--- src/rtl/tonecmd_pkg.sv ---
package tonecmd_pkg;

    parameter int CODE_W = 5;
    parameter int PAR_W  = 4;

    typedef logic [CODE_W-1:0] code_t;
    typedef logic [PAR_W-1:0]  pbus_t;

    localparam code_t OFF_CODE = '1;

    typedef struct packed {
        logic  valid;
        code_t code;
    } cmd_t;

    function automatic code_t widen(input pbus_t v);
        code_t r;
        r = '0;
        r[PAR_W-1:0] = v;
        return r;
    endfunction

endpackage

--- src/rtl/tonecmd_sync.sv ---
module tonecmd_sync #(
    parameter int   STAGES  = 2,
    parameter logic RST_VAL = 1'b0
) (
    input  logic clk,
    input  logic rst,
    input  logic d,
    output logic q
);
    logic [STAGES-1:0] chain;

    always_ff @(posedge clk) begin
        if (rst) chain <= {STAGES{RST_VAL}};
        else     chain <= {chain[STAGES-2:0], d};
    end

    assign q = chain[STAGES-1];
endmodule

--- src/rtl/tonecmd_warmup.sv ---
module tonecmd_warmup #(
    parameter int STARTUP_CYCLES = 35800
) (
    input  logic clk,
    input  logic rst,
    input  logic ce_n,
    output logic ready
);
    localparam int CW = $clog2(STARTUP_CYCLES + 1);
    localparam logic [CW-1:0] LIMIT = CW'(STARTUP_CYCLES);

    logic [CW-1:0] cnt;

    always_ff @(posedge clk) begin
        if (rst || ce_n)    cnt <= '0;
        else if (cnt != LIMIT) cnt <= cnt + 1'b1;
    end

    assign ready = !ce_n && (cnt == LIMIT);
endmodule

--- src/rtl/tonecmd_serial.sv ---
module tonecmd_serial
    import tonecmd_pkg::*;
(
    input  logic clk,
    input  logic rst,
    input  logic enable,
    input  logic fall,
    input  logic bit_in,
    output cmd_t cmd
);
    localparam int NW = $clog2(CODE_W + 1);
    localparam logic [NW-1:0] LAST = NW'(CODE_W - 1);

    code_t         shreg;
    logic [NW-1:0] nbits;
    code_t         next_word;

    assign next_word = {bit_in, shreg[CODE_W-1:1]};

    always_ff @(posedge clk) begin
        if (rst || !enable) begin
            shreg <= '0;
            nbits <= '0;
            cmd   <= '0;
        end else begin
            cmd.valid <= 1'b0;
            if (fall) begin
                shreg <= next_word;
                if (nbits == LAST) begin
                    nbits     <= '0;
                    cmd.valid <= 1'b1;
                    cmd.code  <= next_word;
                end else begin
                    nbits <= nbits + 1'b1;
                end
            end
        end
    end
endmodule

--- src/rtl/tonecmd_parallel.sv ---
module tonecmd_parallel
    import tonecmd_pkg::*;
#(
    parameter int STABLE_CYCLES = 2
) (
    input  logic  clk,
    input  logic  rst,
    input  logic  enable,
    input  pbus_t bus,
    output cmd_t  cmd
);
    localparam int SW = $clog2(STABLE_CYCLES + 1);
    localparam logic [SW-1:0] FIRE_AT = SW'(STABLE_CYCLES - 1);
    localparam logic [SW-1:0] SAT     = SW'(STABLE_CYCLES);

    pbus_t         cand;
    pbus_t         held;
    logic          held_ok;
    logic [SW-1:0] same_cnt;

    always_ff @(posedge clk) begin
        if (rst || !enable) begin
            cand     <= '0;
            held     <= '0;
            held_ok  <= 1'b0;
            same_cnt <= '0;
            cmd      <= '0;
        end else begin
            cmd.valid <= 1'b0;
            if (bus != cand) begin
                cand     <= bus;
                same_cnt <= SW'(1);
            end else begin
                if (same_cnt == FIRE_AT && (!held_ok || held != cand)) begin
                    held      <= cand;
                    held_ok   <= 1'b1;
                    cmd.valid <= 1'b1;
                    cmd.code  <= widen(cand);
                end
                if (same_cnt != SAT) same_cnt <= same_cnt + 1'b1;
            end
        end
    end
endmodule

--- src/rtl/tonecmd_rx.sv ---
module tonecmd_rx
    import tonecmd_pkg::*;
#(
    parameter int STARTUP_CYCLES = 35800,
    parameter int STABLE_CYCLES  = 2,
    parameter int SYNC_STAGES    = 2
) (
    input  logic              clk,
    input  logic              rst,
    input  logic              ce_n,
    input  logic              mode_par,
    input  logic              ser_clk,
    input  logic              ser_data,
    input  logic [PAR_W-1:0]  par_data,
    output logic [CODE_W-1:0] cmd_code,
    output logic              cmd_load
);
    logic ready;
    logic sclk_s, sdat_s, sclk_d;
    logic fall;
    cmd_t ser_cmd, par_cmd, pick;

    tonecmd_warmup #(.STARTUP_CYCLES(STARTUP_CYCLES)) u_warm (
        .clk(clk), .rst(rst), .ce_n(ce_n), .ready(ready)
    );

    tonecmd_sync #(.STAGES(SYNC_STAGES), .RST_VAL(1'b1)) u_sclk (
        .clk(clk), .rst(rst), .d(ser_clk), .q(sclk_s)
    );

    tonecmd_sync #(.STAGES(SYNC_STAGES), .RST_VAL(1'b0)) u_sdat (
        .clk(clk), .rst(rst), .d(ser_data), .q(sdat_s)
    );

    always_ff @(posedge clk) begin
        if (rst) sclk_d <= 1'b1;
        else     sclk_d <= sclk_s;
    end

    assign fall = sclk_d && !sclk_s;

    tonecmd_serial u_ser (
        .clk(clk), .rst(rst), .enable(ready && !mode_par),
        .fall(fall), .bit_in(sdat_s), .cmd(ser_cmd)
    );

    tonecmd_parallel #(.STABLE_CYCLES(STABLE_CYCLES)) u_par (
        .clk(clk), .rst(rst), .enable(ready && mode_par),
        .bus(par_data), .cmd(par_cmd)
    );

    assign pick = mode_par ? par_cmd : ser_cmd;

    always_ff @(posedge clk) begin
        if (rst || ce_n) begin
            cmd_code <= OFF_CODE;
            cmd_load <= 1'b0;
        end else begin
            cmd_load <= pick.valid;
            if (pick.valid) cmd_code <= pick.code;
        end
    end
endmodule

--- config.mk ---
export PLATFORM = sky130hd
export DESIGN_NAME = tonecmd_rx
export DESIGN_NICKNAME = d
export VERILOG_FILES = /design/src/rtl/tonecmd_pkg.sv /design/src/rtl/tonecmd_sync.sv /design/src/rtl/tonecmd_warmup.sv /design/src/rtl/tonecmd_serial.sv /design/src/rtl/tonecmd_parallel.sv /design/src/rtl/tonecmd_rx.sv
export SDC_FILE = /design/constraint.sdc
export NUM_CORES = 1
export LEC_CHECK = 0
export BUFFER_PORTS_ARGS = -buffer_cell sky130_fd_sc_hd__buf_2
export CORE_MARGIN = 10
export CORE_UTILIZATION = 63
export DETAILED_ROUTE_END_ITERATION = 12
export MAX_ROUTING_LAYER = met4
export PLACE_DENSITY = 0.85
export RECOVER_POWER = 50
export SYNTH_ARGS = -nofsm -noshare
export SYNTH_HDL_FRONTEND = slang
export SYNTH_SLANG_ARGS = --single-unit
--- constraint.sdc ---
create_clock -name clk -period 3.3 [get_ports clk]
set_input_delay 0.33 -clock clk [delete_from_list [all_inputs] [get_ports clk]]
set_output_delay 0.33 -clock clk [all_outputs]
set_load 0.01 [all_outputs]
==> flow_metrics.tcl <==
set metrics [dict create \
    status "completed" \
    synth_area_leaders "dfxtp_1 47%, xor2_1 6.4%, nor2_1 5.6%" \
    insertion_delay_ns 0.36 \
    grt_pass1_vias 1427 \
    totalWireLength_mm 3.58 \
    clock-root-buffer "clkbuf_4" \
    min_path_cells 2 \
    antenna_found_initial 0 \
    areaGrowthSynthToFinish_pct 5.97 \
    diodes 0 \
    htreeDepth 2 \
    power.density_nw_per_um2 407 \
    grt_overflow 0 \
    port_buffers 15 \
    wire_per_inst_um 12.2 \
    syn_inst 231 \
    area.sequential_um2 1040 \
    grt_pass1_wl_mm 6.26 \
    required_ns 3.58 \
    grt_max_degree 20 \
    via_per_inst 5.08 \
    cts_setup_buffers 0 \
    hp-class "in2reg" \
    routabilityCongestion 0.758 \
    coreArea_um2 3360 \
    die_y_um 79.1 \
    synth_top_area_share_pct 47.3 \
    pin_count 16 \
    die_w_um 79.1 \
    clock_sinks 52 \
    ir_worst_vdd_v 0.000375 \
    finalSetupViolCount 0 \
    synth-seq-cells 52 \
    report.final.slew_viol_count 0 \
    row_count 21 \
    multi_input_area_um2 1080 \
    fin_tns_setup_ns 0 \
    nNetsFinal 263 \
    critPathKind "reg2reg" \
    synthAdderAreaFrac_pct 3.41 \
    synth_top_family_by_area "simple AND/OR/NAND/NOR gates" \
    finalCritPeriodShare_pct 61.2 \
    synth_xor_area_share_pct 9.55 \
    drtAntennaViolNets 0 \
    synth_nets 247 \
    drv_cap 0 \
    rsz0062_at_grt "no" \
    yosysTopAreaCell "dfxtp_1" \
    cts-resized-gates 0 \
    cts_tree "done" \
    cts_hold_buf 0 \
    worst_slew_pin_slew_ns 0.999 \
    synth_area_um2 2200 \
    cts_made_buffers 5 \
    hold_violations 0 \
    cp_data_arrival_time_ns 2.30 \
    hpwl_mm 2.67 \
    drt_iter0_drc 62 \
    ys_types 37 \
    slew_headroom_pct 33.4 \
    ys_warn_count 0 \
    first_pass_iters 4 \
    final_common_cell "dfxtp_1" \
    drc 0 \
    final_cell_mix "52 x dfxtp_1, 33 x nor2_1, 26 x nand2_1, 16 x xor2_1, 12 x mux2i_1" \
    design.die.area_um2 6260 \
    nFillCells 288 \
    yosysSeqAreaShare_pct 47.3 \
    reg2reg_slack_ns 1.28 \
    start_util_pct 65.4 \
    cp-start-kind "register" \
    gr-usage-all-layers_pct 12.6 \
    leakage_nw 0.857 \
    period_needed_ns 2.02 \
    synth.area.mux_share_pct 5.46 \
    synth_compound_area_share_pct 6.37 \
    max_freq_mhz 495 \
    path_clk_slew_ns 0.13 \
    yosys.area_share.simple_pct 25.2 \
    finalHoldWorstSlack_ns 0.140 \
    clk_path_buf_depth 2 \
    vias 1493 \
    drive_gt1_share_pct 12.1 \
    fin_skew_ns 0.00758 \
    avgSynthCellArea_um2 9.53 \
    endpoint_kind "register" \
    timing.final.ws_setup_ns 1.28 \
    pre_cts_ws_ns 1.46 \
    worst_r2r_path_depth 7 \
    critPathMaxFanout 13 \
]
-- path summary, 6_finish.rpt --
kind	startpoint	endpoint
min reg2reg	u_sclk.chain[0]	u_sclk.chain[1]
min	ser_clk	u_sclk.chain[0]
max	u_warm.cnt[1]	u_ser.nbits[0]
max reg2reg	u_warm.cnt[1]	u_ser.nbits[0]
-- area by class of cell --
cell class / instances / share of cell area, %
Tap cell: 46 / 2.47
Inverter: 7 / 1.13
Clock buffer: 7 / 2.36
Clock inverter: 1 / 0.322
Sequential cell: 52 / 44.6
Multi-Input combinational cell: 166 / 46.2
Timing Repair Buffer: 15 / 2.84
-- critical path: stages (launching register included) --
cell      delay, ns
dfxtp_1        0.34
inv_1          0.09
ha_1           0.14
and4b_2        0.24
nand3_1        0.08
nor3_1         0.57
nand2b_4       0.24
nor3_1         0.25
-- cells in the mapped netlist (all sizes together) --
library cell / count
a21o: 1
a21oi: 12
a221o: 1
and3: 7
and4: 2
and4b: 1
buf: 4
clkbuf: 2
dfxtp: 52
ha: 6
inv: 7
mux2i: 12
nand2: 27
nand2b: 1
nand3: 9
nand4: 5
nor2: 33
nor2b: 4
nor3: 4
nor3b: 1
nor4: 1
nor4b: 1
o211ai: 1
o21ai: 7
or2: 4
or3: 2
xnor2: 8
xor2: 16
-- state kept, by name (all words and copies together) (netlist names), 3 cells and up --
name	count
u_ser.shreg	4
u_ser.nbits	3
cmd_code	5
u_par.held	4
u_warm.cnt	16
u_par.cand	4
u_ser.cmd	6
-- per-layer routing --
layer  wire [um]  track usage [%]  vias up  part of all wire (%)
li1            -                -      806                     -
met1        1790             14.6      652                    50
met2        1590             19.4       25                    45
met3         121             4.39       10                   3.4
met4          78             5.02        0                   2.2
met5           0                -        -                     0
-- power by group --
part            total, W  internal, W  switching, W  leakage (nW)
Combinational  0.0000287    0.0000118     0.0000169         0.405
Clock           0.000288     0.000105      0.000184        0.0315
Sequential      0.000633     0.000632    0.00000159         0.420
-- per-stage QoR --
stage	power, W	cells	cell area (um^2)	util (%)
2_1_floorplan	0.000667	231	2200	-
3_3_place_gp	0.000676	286	2300	68.4
3_5_place_dp	0.000676	286	2300	68.4
4_1_cts	0.000959	294	2360	70.3
5_1_grt	0.000993	294	2330	69.3
6_report	0.000950	294	2330	69.3
-- cell families after synthesis --
| family | after synthesis |
|---|---|
| compound gates | 22 |
| mux | 12 |
| flops | 52 |
| fa+ha+maj | 6 |
| buf+inv | 13 |
| simple gates | 102 |
| xor+xnor | 24 |
Power figures use the tool's default switching activity.
